<file path="src/rtl/spi_reg_pkg.sv">
package spi_reg_pkg;

    typedef enum logic [2:0] {
        ST_HDR0,
        ST_HDR1,
        ST_HDR2,
        ST_RD_WAIT,
        ST_RD_DATA,
        ST_WR_DATA,
        ST_DISCARD
    } eng_state_t;

    localparam int CMD_W = 3;
    localparam logic [CMD_W-1:0] CMD_NOP   = 3'b000;
    localparam logic [CMD_W-1:0] CMD_READ  = 3'b011;
    localparam logic [CMD_W-1:0] CMD_WRITE = 3'b100;
    localparam logic [CMD_W-1:0] CMD_EXT   = 3'b110;

    // State entered once the command of the final header byte is known.
    function automatic eng_state_t cmd_target(input logic [CMD_W-1:0] cmd);
        unique case (cmd)
            CMD_READ:  return ST_RD_WAIT;
            CMD_WRITE: return ST_WR_DATA;
            default:   return ST_DISCARD;
        endcase
    endfunction

endpackage

</file>
<file path="src/rtl/spi_pin_sync.sv">
module spi_pin_sync #(
    parameter int               WIDTH   = 3,
    parameter int               STAGES  = 2,
    parameter logic [WIDTH-1:0] RST_VAL = '0
) (
    input  logic             clk,
    input  logic             rst_n,
    input  logic [WIDTH-1:0] d_in,
    output logic [WIDTH-1:0] d_out
);

    generate
        for (genvar i = 0; i < WIDTH; i++) begin : g_bit
            logic [STAGES-1:0] chain;
            always_ff @(posedge clk or negedge rst_n) begin
                if (!rst_n) chain <= {STAGES{RST_VAL[i]}};
                else        chain <= {chain[STAGES-2:0], d_in[i]};
            end
            assign d_out[i] = chain[STAGES-1];
        end
    endgenerate

endmodule

</file>
<file path="src/rtl/spi_byte_shift.sv">
module spi_byte_shift #(
    parameter int BYTE_W = 8
) (
    input  logic              clk,
    input  logic              rst_n,
    input  logic              active,
    input  logic              sck,
    input  logic              mosi,
    input  logic [BYTE_W-1:0] load_byte,
    input  logic [BYTE_W-1:0] idle_byte,
    output logic              rx_done,
    output logic [BYTE_W-1:0] rx_byte,
    output logic              miso
);

    localparam int CNT_W = $clog2(BYTE_W);
    localparam logic [CNT_W-1:0] LAST_BIT = CNT_W'(BYTE_W - 1);

    logic              sck_q;
    logic              rise, fall;
    logic [CNT_W-1:0]  bit_cnt;
    logic [BYTE_W-1:0] rx_sh;
    logic [BYTE_W-1:0] tx_sh;
    logic              at_bound;

    assign rise = active &&  sck && !sck_q;
    assign fall = active && !sck &&  sck_q;

    always_ff @(posedge clk or negedge rst_n) begin
        if (!rst_n) begin
            sck_q    <= 1'b0;
            bit_cnt  <= '0;
            rx_sh    <= '0;
            rx_byte  <= '0;
            rx_done  <= 1'b0;
            tx_sh    <= '0;
            at_bound <= 1'b0;
        end else begin
            sck_q   <= sck;
            rx_done <= 1'b0;
            if (!active) begin
                bit_cnt  <= '0;
                at_bound <= 1'b0;
                tx_sh    <= idle_byte;
            end else begin
                if (rise) begin
                    rx_sh <= {rx_sh[BYTE_W-2:0], mosi};
                    if (bit_cnt == LAST_BIT) begin
                        bit_cnt  <= '0;
                        rx_done  <= 1'b1;
                        rx_byte  <= {rx_sh[BYTE_W-2:0], mosi};
                        at_bound <= 1'b1;
                    end else begin
                        bit_cnt <= bit_cnt + 1'b1;
                    end
                end
                if (fall) begin
                    if (at_bound) begin
                        tx_sh    <= load_byte;
                        at_bound <= 1'b0;
                    end else begin
                        tx_sh <= {tx_sh[BYTE_W-2:0], 1'b0};
                    end
                end
            end
        end
    end

    assign miso = active && tx_sh[BYTE_W-1];

endmodule

</file>
<file path="src/rtl/spi_reg_fsm.sv">
module spi_reg_fsm
    import spi_reg_pkg::*;
#(
    parameter int ADDR_W = 16,
    parameter int BYTE_W = 8,
    parameter int IRQ_W  = 24
) (
    input  logic              clk,
    input  logic              rst_n,
    input  logic              active,
    input  logic              rx_done,
    input  logic [BYTE_W-1:0] rx_byte,
    input  logic [IRQ_W-1:0]  irq,
    input  logic [BYTE_W-1:0] rd_data,
    output logic [BYTE_W-1:0] tx_next,
    output logic [BYTE_W-1:0] idle_byte,
    output logic [ADDR_W-1:0] bus_addr,
    output logic [BYTE_W-1:0] wr_data,
    output logic              wr_stb,
    output logic              rd_stb
);

    localparam int LO_W  = 5;
    localparam int EXT_W = ADDR_W - LO_W - BYTE_W;
    localparam int RSV_W = BYTE_W - EXT_W - CMD_W;
    localparam logic [BYTE_W-1:0] TERM = {BYTE_W{1'b1}};

    eng_state_t        state_q, state_d;
    logic [ADDR_W-1:0] addr_q;
    logic [BYTE_W-1:0] rd_buf;
    logic              rd_cap;
    logic [CMD_W-1:0]  cmd0, cmd1;
    logic [RSV_W-1:0]  resv;

    assign cmd0 = rx_byte[CMD_W-1:0];
    assign cmd1 = rx_byte[BYTE_W-EXT_W-1 -: CMD_W];
    assign resv = rx_byte[RSV_W-1:0];

    // Next-state logic
    always_comb begin
        state_d = state_q;
        if (!active) begin
            state_d = ST_HDR0;
        end else if (rx_done) begin
            unique case (state_q)
                ST_HDR0:    state_d = ST_HDR1;
                ST_HDR1:    state_d = (cmd0 == CMD_EXT) ? ST_HDR2 : cmd_target(cmd0);
                ST_HDR2:    state_d = (resv != '0) ? ST_DISCARD : cmd_target(cmd1);
                ST_RD_WAIT: state_d = ST_RD_DATA;
                ST_RD_DATA: state_d = (rx_byte == TERM) ? ST_DISCARD : ST_RD_DATA;
                ST_WR_DATA: state_d = ST_WR_DATA;
                ST_DISCARD: state_d = ST_DISCARD;
                default:    state_d = ST_HDR0;
            endcase
        end
    end

    // State register
    always_ff @(posedge clk or negedge rst_n) begin
        if (!rst_n) state_q <= ST_HDR0;
        else        state_q <= state_d;
    end

    // Outputs and datapath
    always_ff @(posedge clk or negedge rst_n) begin
        if (!rst_n) begin
            addr_q   <= '0;
            bus_addr <= '0;
            wr_data  <= '0;
            wr_stb   <= 1'b0;
            rd_stb   <= 1'b0;
            rd_cap   <= 1'b0;
            rd_buf   <= '0;
        end else begin
            wr_stb <= 1'b0;
            rd_stb <= 1'b0;
            rd_cap <= rd_stb;
            if (rd_cap) rd_buf <= rd_data;
            if (active && rx_done) begin
                case (state_q)
                    ST_HDR0: addr_q <= ADDR_W'({rx_byte, {LO_W{1'b0}}});
                    ST_HDR1: begin
                        addr_q[LO_W-1:0] <= rx_byte[BYTE_W-1 -: LO_W];
                        if (cmd0 == CMD_READ) begin
                            rd_stb   <= 1'b1;
                            bus_addr <= {addr_q[ADDR_W-1:LO_W], rx_byte[BYTE_W-1 -: LO_W]};
                        end
                    end
                    ST_HDR2: begin
                        addr_q[ADDR_W-1 -: EXT_W] <= rx_byte[BYTE_W-1 -: EXT_W];
                        if (cmd1 == CMD_READ && resv == '0) begin
                            rd_stb   <= 1'b1;
                            bus_addr <= {rx_byte[BYTE_W-1 -: EXT_W], addr_q[ADDR_W-EXT_W-1:0]};
                        end
                    end
                    ST_RD_DATA: begin
                        if (rx_byte != TERM) begin
                            addr_q   <= addr_q + 1'b1;
                            bus_addr <= addr_q + 1'b1;
                            rd_stb   <= 1'b1;
                        end
                    end
                    ST_WR_DATA: begin
                        wr_stb   <= 1'b1;
                        bus_addr <= addr_q;
                        wr_data  <= rx_byte;
                        addr_q   <= addr_q + 1'b1;
                    end
                    default: ;
                endcase
            end
        end
    end

    // Byte loaded into the transmit shifter at the next byte boundary
    always_comb begin
        unique case (state_q)
            ST_HDR1:    tx_next = irq[BYTE_W +: BYTE_W];
            ST_HDR2:    tx_next = irq[2*BYTE_W +: BYTE_W];
            ST_RD_DATA: tx_next = rd_buf;
            default:    tx_next = '0;
        endcase
    end

    assign idle_byte = irq[BYTE_W-1:0];

endmodule

</file>
<file path="src/rtl/spi_reg_engine.sv">
module spi_reg_engine #(
    parameter int ADDR_W      = 16,
    parameter int BYTE_W      = 8,
    parameter int IRQ_W       = 24,
    parameter int SYNC_STAGES = 2
) (
    input  logic              clk,
    input  logic              rst_n,
    input  logic              spi_sck,
    input  logic              spi_sel_n,
    input  logic              spi_mosi,
    output logic              spi_miso,
    output logic [ADDR_W-1:0] bus_addr,
    output logic [BYTE_W-1:0] bus_wdata,
    output logic              bus_wr,
    output logic              bus_rd,
    input  logic [BYTE_W-1:0] bus_rdata,
    input  logic [IRQ_W-1:0]  irq_req
);

    localparam int PIN_N = 3;

    logic [PIN_N-1:0]  pins_s;
    logic              sck_s, sel_s, mosi_s, active;
    logic              rx_done;
    logic [BYTE_W-1:0] rx_byte, tx_next, idle_byte;

    spi_pin_sync #(
        .WIDTH   (PIN_N),
        .STAGES  (SYNC_STAGES),
        .RST_VAL (3'b010)
    ) u_sync (
        .clk   (clk),
        .rst_n (rst_n),
        .d_in  ({spi_mosi, spi_sel_n, spi_sck}),
        .d_out (pins_s)
    );

    assign sck_s  = pins_s[0];
    assign sel_s  = pins_s[1];
    assign mosi_s = pins_s[2];
    assign active = !sel_s;

    spi_byte_shift #(.BYTE_W(BYTE_W)) u_shift (
        .clk       (clk),
        .rst_n     (rst_n),
        .active    (active),
        .sck       (sck_s),
        .mosi      (mosi_s),
        .load_byte (tx_next),
        .idle_byte (idle_byte),
        .rx_done   (rx_done),
        .rx_byte   (rx_byte),
        .miso      (spi_miso)
    );

    spi_reg_fsm #(
        .ADDR_W (ADDR_W),
        .BYTE_W (BYTE_W),
        .IRQ_W  (IRQ_W)
    ) u_fsm (
        .clk       (clk),
        .rst_n     (rst_n),
        .active    (active),
        .rx_done   (rx_done),
        .rx_byte   (rx_byte),
        .irq       (irq_req),
        .rd_data   (bus_rdata),
        .tx_next   (tx_next),
        .idle_byte (idle_byte),
        .bus_addr  (bus_addr),
        .wr_data   (bus_wdata),
        .wr_stb    (bus_wr),
        .rd_stb    (bus_rd)
    );

endmodule

</file>
<file path="config.mk">
export PLATFORM = sky130hd
export DESIGN_NAME = spi_reg_engine
export DESIGN_NICKNAME = d
export VERILOG_FILES = /design/src/rtl/spi_reg_pkg.sv /design/src/rtl/spi_pin_sync.sv /design/src/rtl/spi_byte_shift.sv /design/src/rtl/spi_reg_fsm.sv /design/src/rtl/spi_reg_engine.sv
export SDC_FILE = /design/constraint.sdc
export NUM_CORES = 1
export LEC_CHECK = 0
export BUFFER_PORTS_ARGS = -buffer_cell sky130_fd_sc_hd__buf_2
export CAP_MARGIN = 0
export CORE_MARGIN = 5
export CORE_UTILIZATION = 52
export CTS_CLUSTER_DIAMETER = 30
export DETAILED_ROUTE_END_ITERATION = 6
export PLACE_DENSITY = 0.83
export SLEW_MARGIN = 10
export SYNTH_ARGS = -nofsm -noshare
export SYNTH_HDL_FRONTEND = slang
export SYNTH_SLANG_ARGS = --single-unit
</file>
<file path="constraint.sdc">
create_clock -name clk -period 1.82 [get_ports clk]
set_input_delay 0 -clock clk [delete_from_list [all_inputs] [get_ports clk]]
set_output_delay 0 -clock clk [all_outputs]
set_load 0.05 [all_outputs]
</file>
==> run_results.csv, run 1 <==
group,metric,value,unit
run_status,status,"finished, violations left",
run_status,violations,"DRC, setup timing",
clock_tree,path_clk_slew,0.10,ns
sta,slew_violations,0,
clock_tree,clkSinkCount,89,
synth,synth_flop_cell,"dfrtp_1",
global_route,grt_pass1_vias,4503,
route,drt_iter0_drc,614,
critical_path,required,2.04,ns
synth,ys_warn_count,0,
sta,hold_viol,0,
route,first_pass_iters,7,
clock_tree,h-tree-depth,3,
sta,whs,0.1050,ns
sta,finalSetupViolCount,11,
route,wl_per_cell,20.28,um
place,dp_hpwl,9158,um
floorplan,dieWidth,105.7,um
critical_path,crit_chain,"buf_4 > inv_1 > nor2_1 > or3_4 > o21ai_0 > o21ai_0",
synth,yosys_register_bits,89,
sta,fin_ws,-0.1051,ns
clock_tree,cts_tree,"built",
critical_path,critPathKind,"reg -> reg",
synth,synth_cells,495,
final_layout,mostFrequentLayoutCell,"dfrtp_1",
route,wirelength,15170,um
final_layout,fin_nets,672,
critical_path,slowest_delay,0.48,ns
critical_path,crit_arrival,2.14,ns
sta,period_share,1.058,
synth,ys_types,65,
floorplan,fp.dieH,105.7,um
global_route,grt_pass1_wl,22340,um
clock_tree,clockBufferDepth,2,
route,antenna_left,0,
synth,async_flop_share,1.000,
critical_path,endpoint_kind,"register",
floorplan,rows,35,
clock_tree,cts_inserted_buffers,9,
critical_path,cp_slowest_cell,"dfrtp_2",
floorplan,die_area,11180,um^2
global_route,grt_max_degree,58,
place,gp_congestion,0.9798,
floorplan,io_pins,64,
global_route,grt_usage,0.2481,
critical_path,cp_max_fo,8,
floorplan,core_region_area,9065,um^2
synth,synth_fp_nets,535,
synth,synth_edf_count,0,
place,io_buffers,63,
critical_path,startpoint_type,"register",
power_and_ir_drop,ir_drop,0.5084,mV
global_route,grt_antenna_before_repair,0,
synth,synth_area,4765,um^2
clock_tree,clock_latency,0.36,ns
final_layout,drive_above_1_share,0.3925,
synth,synth-seq-area-share,0.4680,
sta,fin_worst_skew,0.01919,ns
route,routed-via-count,4796,
final_layout,final_cell_mix,"dfrtp_1 (78), buf_4 (70), buf_2 (62)",
final_layout,antenna_cells,0,
sta,final.setup.tns,-0.2836,ns
power_and_ir_drop,powerDensity,595.8,nW/um^2
sta,fmax,519.5,MHz
sta,relSlewSlack,0.5988,
power_and_ir_drop,leakagePower,2.910,nW
critical_path,cp_common_cell,"o21ai_0",
route,drc,1,
clock_tree,cts_root_buf,"clkbuf_8",
sta,rsz0062_at_grt,"true",
global_route,grt-ovfl-total,0,
sta,tightest_slew,0.6017,ns
floorplan,initial_core_util,0.5256,
route,via_per_inst,6.412,
hold_path,hold_class,"in -> async",
run,cap_violations,0,
synth,syn_area_per_cell,9.625,um^2
final_layout,syn_to_final_growth,35.43,%
sta,period_needed,1.925,ns
-- worst paths after layout --
path | from | endpoint | slack (ns) | cells past startpoint
worst max-delay path | u_fsm.state_q[1]$_DFFE_PN0P_ | u_fsm.addr_q[14]$_DFFE_PN0P_ | -0.11 | 6
worst min-delay path | rst_n | u_fsm.wr_data[4]$_DFFE_PN0P_ | 0.11 | 2
worst max register to register | u_fsm.state_q[1]$_DFFE_PN0P_ | u_fsm.addr_q[14]$_DFFE_PN0P_ | -0.11 | 6
worst min register to register | u_sync.g_bit[2].chain[0]$_DFF_PN0_ | u_sync.g_bit[2].chain[1]$_DFF_PN0_ | 0.36 | 0
max in group asynchronous | rst_n | u_sync.g_bit[1].chain[0]$_DFF_PN1_ | 1.03 | 3
min in group clk | irq_req[20] | u_shift.tx_sh[4]$_DFFE_PN0P_ | 0.11 | 4
-- synth_stat cells (5+ instances only) --
cell type	n	area share
nor3_1	10	0.011
a21oi_1	37	0.039
dfrtp_1	87	0.46
clkbuf_1	16	0.013
xor2_1	7	0.013
o211ai_1	8	0.013
and3_1	6	0.0079
inv_1	14	0.011
o22ai_1	5	0.0066
nor2b_1	6	0.0079
nor2_1	52	0.041
buf_2	15	0.016
mux2_2	33	0.078
nand3_1	12	0.013
nand4_1	8	0.011
nand2_1	36	0.028
buf_4	8	0.013
a22oi_1	14	0.022
nand2b_1	7	0.0092
o21ai_0	32	0.034
-- registers in the layout, indices dropped and copies added, names as in the netlist --
| name | flops |
|---|---|
| u_fsm.rd_stb | 1 |
| u_fsm.rd_buf | 8 |
| u_sync.g_bit.chain | 6 |
| u_shift.rx_sh | 7 |
| u_fsm.state_q | 3 |
| u_fsm.rd_cap | 1 |
| u_fsm.bus_addr | 16 |
| u_shift.at_bound | 1 |
| u_shift.rx_done | 1 |
| u_shift.sck_q | 1 |
| u_shift.bit_cnt | 3 |
| u_shift.rx_byte | 8 |
| u_fsm.wr_stb | 1 |
| u_shift.tx_sh | 8 |
| u_fsm.addr_q | 16 |
| u_fsm.wr_data | 8 |
-- stage by stage --
step / setup slack [ns] / cells / utilization / total power, W / cell area, um^2
after floorplan: 0.1130 / 495 / - / 0.002263 / 4765
after global placement: -0.1180 / 690 / 0.6112 / 0.002368 / 5540
after detailed placement: -0.07277 / 690 / 0.6112 / 0.002386 / 5540
after CTS: 0.008636 / 729 / 0.6610 / 0.003831 / 5992
after global routing: -0.1792 / 748 / 0.7118 / 0.003982 / 6452
final: -0.1051 / 748 / 0.7118 / 0.003844 / 6452
-- final cells by class --
class,count,area (um^2)
clock buffers,10,137.6
repair buffers,166,1275
inverters,15,60.06
well taps,111,138.9
fillers,571,2613
clock inverters,6,72.57
flip-flops and latches,89,2241
multi-input cells,351,2527
-- critical path, delay by kind of cell, from the launching register on --
family	cells	cell delay (ns)
and+or+nand+nor	2	0.53
DFF	1	0.48
AOI/OAI and AO/OA	2	0.43
buffers and inverters	2	0.34
-- timing repair --
item | CTS | global route
buffers inserted | 0 | 15
gates cloned | 0 | 4
pin swaps | 1 | 19
hold buffers | 23 | 0
hold endpoints to repair | 64 | 0
endpoints found under the setup margin | 4 | 32
resized for setup | 5 | 63
-- power by group --
part / total (W) / switching [W] / internal [W] / leakage [nW]
Sequential: 0.00213 / 0.0000610 / 0.00207 / 1.18
Combinational: 0.000271 / 0.000127 / 0.000144 / 1.62
Clock: 0.00144 / 0.000748 / 0.000695 / 0.110
-- layer usage --
| metal | global-route usage | routed length, um | up-vias | part of all wire |
|---|---|---|---|---|
| met5 | 0 | 0 | - | 0 |
| met4 | 0.1323 | 908 | 0 | 0.060 |
| met3 | 0.04532 | 1523 | 98 | 0.10 |
| met2 | 0.3903 | 7148 | 377 | 0.47 |
| met1 | 0.3260 | 5588 | 2243 | 0.37 |
| li1 | - | - | 2078 | - |
-- kinds of logic after synthesis --
logic type,share of synthesized area
buffers and inverters,0.05462
DFF,0.4680
xor gates and xnor gates,0.02022
AOI/OAI and AO/OA,0.1954
and+or+nand+nor,0.1739
muxes,0.08010
adders and majority gates,0.007879
(Power assumes the default switching activity.)
==> run 2, diff against run 1 <==
--- a/config.mk
+++ b/config.mk
@@ -7,8 +7,10 @@
 export LEC_CHECK = 0
 export BUFFER_PORTS_ARGS = -buffer_cell sky130_fd_sc_hd__buf_2
 export CAP_MARGIN = 0
+export CELL_PAD_IN_SITES_DETAIL_PLACEMENT = 0
+export CELL_PAD_IN_SITES_GLOBAL_PLACEMENT = 1
 export CORE_MARGIN = 5
-export CORE_UTILIZATION = 52
+export CORE_UTILIZATION = 40
 export CTS_CLUSTER_DIAMETER = 30
 export DETAILED_ROUTE_END_ITERATION = 6
 export PLACE_DENSITY = 0.83
==> run_results.csv, run 2 (synthesis gave the netlist of run 1 again) <==
group,metric,value,unit
clock_tree,cts_inserted_buffers,9,
floorplan,rows,39,
critical_path,required,2.09,ns
critical_path,endpoint_kind,"register",
power_and_ir_drop,ir_drop,0.3627,mV
final_layout,design_area,6220,um^2
final_layout,largestRegisters,"u_fsm.addr_q (16), u_fsm.bus_addr (16)",
critical_path,cp_max_fo,21,
critical_path,startpoint_type,"register",
sta,final.setup.tns,0,ns
hold_path,hold_class,"in -> reg",
final_layout,syn_to_final_growth,30.54,%
final_layout,final_util,0.5378,
sta,finalSetupViolCount,0,
route,via_per_inst,5.640,
route,routed-via-count,4326,
final_layout,drive_above_1_share,0.3333,
place,dp_hpwl,9632,um
clock_tree,h-tree-depth,3,
global_route,grt_max_degree,48,
sta,period_needed,1.768,ns
floorplan,core_region_area,11560,um^2
place,dpl_cell_area,5585,um^2
floorplan,dieWidth,119.1,um
final_layout,mostFrequentLayoutCell,"dfrtp_1",
clock_tree,clockBufferDepth,2,
route,drt_iter0_drc,368,
clock_tree,cts_root_buf,"clkbuf_16",
final_layout,fin_nets,659,
sta,rsz0062_at_grt,"true",
global_route,grt_usage,0.1964,
run_status,status,"completed",
sta,hold_viol,0,
global_route,grt-ovfl-total,0,
place,io_buffers,63,
global_route,grt_pass1_vias,4334,
critical_path,crit_arrival,2.04,ns
run,cap_violations,0,
floorplan,io_pins,64,
floorplan,die_area,14190,um^2
final_layout,antenna_cells,0,
route,wl_per_cell,17.46,um
final_layout,post_layout_nonfiller_instances,767,
sta,relSlewSlack,0.5729,
place,place_inst,726,
clock_tree,path_clk_slew,0.06,ns
sta,fin_worst_skew,0.009531,ns
route,wirelength,13400,um
floorplan,fp.dieH,119.1,um
route,first_pass_iters,7,
route,drc,0,
final_layout,final_cell_mix,"dfrtp_1 (83), buf_4 (64), buf_2 (62)",
global_route,grt_antenna_before_repair,0,
global_route,grt_pass1_wl,22200,um
place,gp_congestion,0.9164,
clock_tree,clock_latency,0.35,ns
clock_tree,clkSinkCount,89,
power_and_ir_drop,powerDensity,691.8,nW/um^2
critical_path,critPathKind,"reg -> reg",
sta,period_share,0.9712,
sta,fmax,565.8,MHz
power_and_ir_drop,leakagePower,2.865,nW
floorplan,initial_core_util,0.4120,
sta,slew_violations,0,
clock_tree,cts_tree,"built",
sta,tightest_slew,0.6339,ns
route,antenna_left,0,
run 2: where the power goes:
group	internal, W	switching, W	total (W)
Combinational	0.000143	0.000117	0.000260
Clock	0.00114	0.000773	0.00191
Sequential	0.00207	0.0000601	0.00213
Total	0.00335	0.000950	0.00430
run 2: worst max-delay path, cell delays in order, from the launching register on:
cell and delay [ns]:
dfrtp_2 0.48, nor3b_4 0.21, nand4_1 0.19, a211oi_4 0.40, buf_6 0.24, nor2_1 0.06
a21oi_1 0.11
run 2: stage by stage:
step	power [W]	setup WS, ns	hold WS, ns
2_1_floorplan	0.002263	0.1130	-0.2956
3_3_place_gp	0.002377	-0.04094	-0.07228
3_5_place_dp	0.002389	-0.05318	-0.07625
4_1_cts	0.004338	0.003921	0.03637
5_1_grt	0.004459	-0.06141	0.04283
6_report	0.004303	0.05248	0.03992
run 2: cell type report:
type                       instances  area (um^2)
sequential                        89         2235
tap                              143        178.9
inverter                          15        56.30
clock inverter                     4        51.30
multi-input combinational        350         2346
clock buffer                      12        256.5
timing repair buffer             154         1096
fill                            1036         5345
run 2: timing repair:
item | 4_1_cts | 5_1_grt
hold buffers | 22 | 0
pin swaps | 1 | 5
setup endpoints to repair | 12 | 27
buffers inserted | 0 | 3
resized for setup | 4 | 18
hold endpoints to repair | 106 | 0
run 2: layer usage:
metal	vias to the layer above	wire [um]	track usage
li1	2052	-	-
met3	33	788	0.03460
met5	-	0	0
met1	2064	5648	0.2529
met2	177	6474	0.3183
met4	0	483	0.09993
run 2: path summary, 6_finish.rpt:
check / start / to / slack [ns] / depth (start not counted)
max in group asynchronous: rst_n / u_shift.rx_byte[4]$_DFFE_PN0P_ / 1.11 / 3
worst min register to register: u_sync.g_bit[0].chain[0]$_DFF_PN0_ / u_sync.g_bit[0].chain[1]$_DFF_PN0_ / 0.35 / 0
min in group asynchronous: rst_n / u_fsm.bus_addr[5]$_DFFE_PN0P_ / 0.09 / 2
worst min-delay path: irq_req[8] / u_shift.tx_sh[0]$_DFFE_PN0P_ / 0.04 / 3
worst max register to register: u_fsm.state_q[2]$_DFFE_PN0P_ / u_fsm.bus_addr[10]$_DFFE_PN0P_ / 0.05 / 6
worst max-delay path: u_fsm.state_q[2]$_DFFE_PN0P_ / u_fsm.bus_addr[10]$_DFFE_PN0P_ / 0.05 / 6
==> run 3, diff against run 2 <==
--- a/config.mk
+++ b/config.mk
@@ -13,8 +13,9 @@
 export CORE_UTILIZATION = 40
 export CTS_CLUSTER_DIAMETER = 30
 export DETAILED_ROUTE_END_ITERATION = 6
-export PLACE_DENSITY = 0.83
+export PLACE_DENSITY = 0.88
 export SLEW_MARGIN = 10
 export SYNTH_ARGS = -nofsm -noshare
 export SYNTH_HDL_FRONTEND = slang
 export SYNTH_SLANG_ARGS = --single-unit
+export TNS_END_PERCENT = 1
==> run_results.csv, run 3 (synthesis gave the netlist of run 1 again) <==
group,metric,value,unit
critical_path,startpoint_type,"register",
hold_path,worstHoldPathCells,3,
critical_path,required,2.05,ns
power_and_ir_drop,leakagePower,2.908,nW
final_layout,drive_above_1_share,0.3482,
power_and_ir_drop,powerDensity,703.6,nW/um^2
place,io_buffers,63,
clock_tree,clockBufferDepth,2,
final_layout,register_area,2236,um^2
critical_path,worstReg2RegEnd,"u_fsm.bus_addr[0]$_DFFE_PN0P_",
sta,whs,0.04391,ns
global_route,grt_usage,0.1881,
floorplan,core_region_area,11560,um^2
clock_tree,clkSinkCount,89,
critical_path,critPathKind,"reg -> reg",
route,wirelength,13170,um
final_layout,multi_input_area,2381,um^2
global_route,grt_pass1_wl,21530,um
sta,period_needed,1.817,ns
clock_tree,h-tree-depth,3,
route,drt_iter0_drc,355,
critical_path,endpoint_kind,"register",
sta,tightest_slew,0.5347,ns
critical_path,worstSetupStartpoint,"u_fsm.state_q[0]$_DFFE_PN0P_",
clock_tree,cts_tree,"built",
final_layout,antenna_cells,0,
clock_tree,clock_latency,0.35,ns
sta,hold_viol,0,
floorplan,dieWidth,119.1,um
floorplan,io_pins,64,
power_and_ir_drop,ir_drop,0.4624,mV
global_route,grt_antenna_before_repair,0,
critical_path,r2r_start,"u_fsm.state_q[0]$_DFFE_PN0P_",
clock_tree,cts_inserted_buffers,9,
sta,period_share,0.9982,
final_layout,largestRegisters,"u_fsm.addr_q (16), u_fsm.bus_addr (16)",
floorplan,initial_core_util,0.4120,
sta,rsz0062_at_grt,"true",
route,routed-via-count,4339,
final_layout,fin_nets,664,
hold_path,holdCritStartpoint,"irq_req[8]",
run_status,status,"completed",
route,via_per_inst,5.620,
clock_tree,path_clk_slew,0.06,ns
route,wl_per_cell,17.06,um
final_layout,final_cell_mix,"dfrtp_1 (82), buf_4 (69), buf_2 (63)",
floorplan,die_area,14190,um^2
final_layout,syn_to_final_growth,32.64,%
global_route,grt-ovfl-total,0,
critical_path,r2r_cells,8,
place,dp_hpwl,9264,um
global_route,grt_max_degree,63,
hold_path,hold_class,"in -> reg",
place,gp_congestion,0.9274,
sta,finalSetupViolCount,0,
floorplan,fp.dieH,119.1,um
route,antenna_left,0,
sta,slew_violations,0,
sta,relSlewSlack,0.6398,
clock_tree,cts_root_buf,"clkbuf_16",
sta,final.setup.tns,0,ns
route,drc,0,
global_route,grt_pass1_vias,4270,
run,cap_violations,0,
route,first_pass_iters,5,
critical_path,cp_max_fo,10,
final_layout,mostFrequentLayoutCell,"dfrtp_1",
hold_path,min_to,"u_shift.tx_sh[0]$_DFFE_PN0P_",
floorplan,rows,39,
sta,fmax,550.4,MHz
critical_path,reg2reg_slack,0.003,ns
final_layout,n_fill_cell,1009,
critical_path,crit_arrival,2.04,ns
sta,fin_worst_skew,0.006962,ns
-- run 3: changes by cell type in the layout (fill, tap and decap cells not counted), moves of 2 or more --
cell and change:
nor2_2 +3, nor2_1 -3, buf_4 +5, buf_6 -2
-- run 3: report_power, final --
| group | total (W) | leakage (nW) | switching, W | internal, W |
|---|---|---|---|---|
| clock | 0.00206 | 0.155 | 0.000779 | 0.00128 |
| combinational | 0.000258 | 1.56 | 0.000116 | 0.000141 |
| sequential | 0.00213 | 1.19 | 0.0000610 | 0.00207 |
| total | 0.00445 | 2.91 | 0.000957 | 0.00349 |
-- run 3: how the worst max path moves through the flow --
| stage | to | slack [ns] | depth (start not counted) |
|---|---|---|---|
| 2_1_floorplan | u_shift.rx_byte[0]$_DFFE_PN0P_ | 0.11 | 6 |
| 3_3_place_gp | u_fsm.bus_addr[15]$_DFFE_PN0P_ | -0.02 | 6 |
| 3_5_place_dp | u_fsm.bus_addr[15]$_DFFE_PN0P_ | -0.06 | 6 |
| 4_1_cts | u_fsm.bus_addr[14]$_DFFE_PN0P_ | 0.01 | 6 |
| 5_1_grt | u_fsm.bus_addr[14]$_DFFE_PN0P_ | -0.12 | 6 |
| 6_report | u_fsm.bus_addr[0]$_DFFE_PN0P_ | 0.003 | 8 |
-- run 3: worst max-delay path, cell delays in order, from the launching register on --
cell,delay (ns)
dfrtp_2,0.47
buf_4,0.20
nor4_2,0.31
buf_4,0.20
a211oi_4,0.05
buf_6,0.15
buf_6,0.14
o311ai_1,0.08
o21ai_1,0.10
-- run 3: cell type report --
type / instances / share of cell area
multi-input combinational: 350 / 0.3768
timing repair buffer: 159 / 0.1798
inverter: 15 / 0.008909
clock inverter: 4 / 0.01188
tap: 143 / 0.02831
sequential: 89 / 0.3538
clock buffer: 12 / 0.04059
-- run 3: stage by stage --
stage                     total power, W  area, um^2  setup slack [ns]  utilization  instances
after floorplan                 0.002263        4765            0.1130            -        495
after CTS                       0.004480        6190           0.01039       0.5352        768
after global placement          0.002374        5600          -0.01973       0.4843        728
after detailed placement        0.002388        5600          -0.06020       0.4843        728
final                           0.004447        6320          0.003199       0.5465        772
after global routing            0.004624        6320           -0.1200       0.5465        772
-- run 3: what timing repair did --
action,in CTS,in global routing
pin swaps,3,11
gates resized for setup,8,22
endpoints found under the setup margin,21,30
endpoints found under the hold margin,102,0
gates cloned,1,0
setup buffers,1,4
hold buffers,22,0
-- run 3: metal layers --
metal	global-route usage	wire length, um	part of all wire
met5	0	0	0
met2	0.3038	6464	0.49
met1	0.2386	5577	0.42
met3	0.04123	738	0.056
met4	0.09341	389	0.030
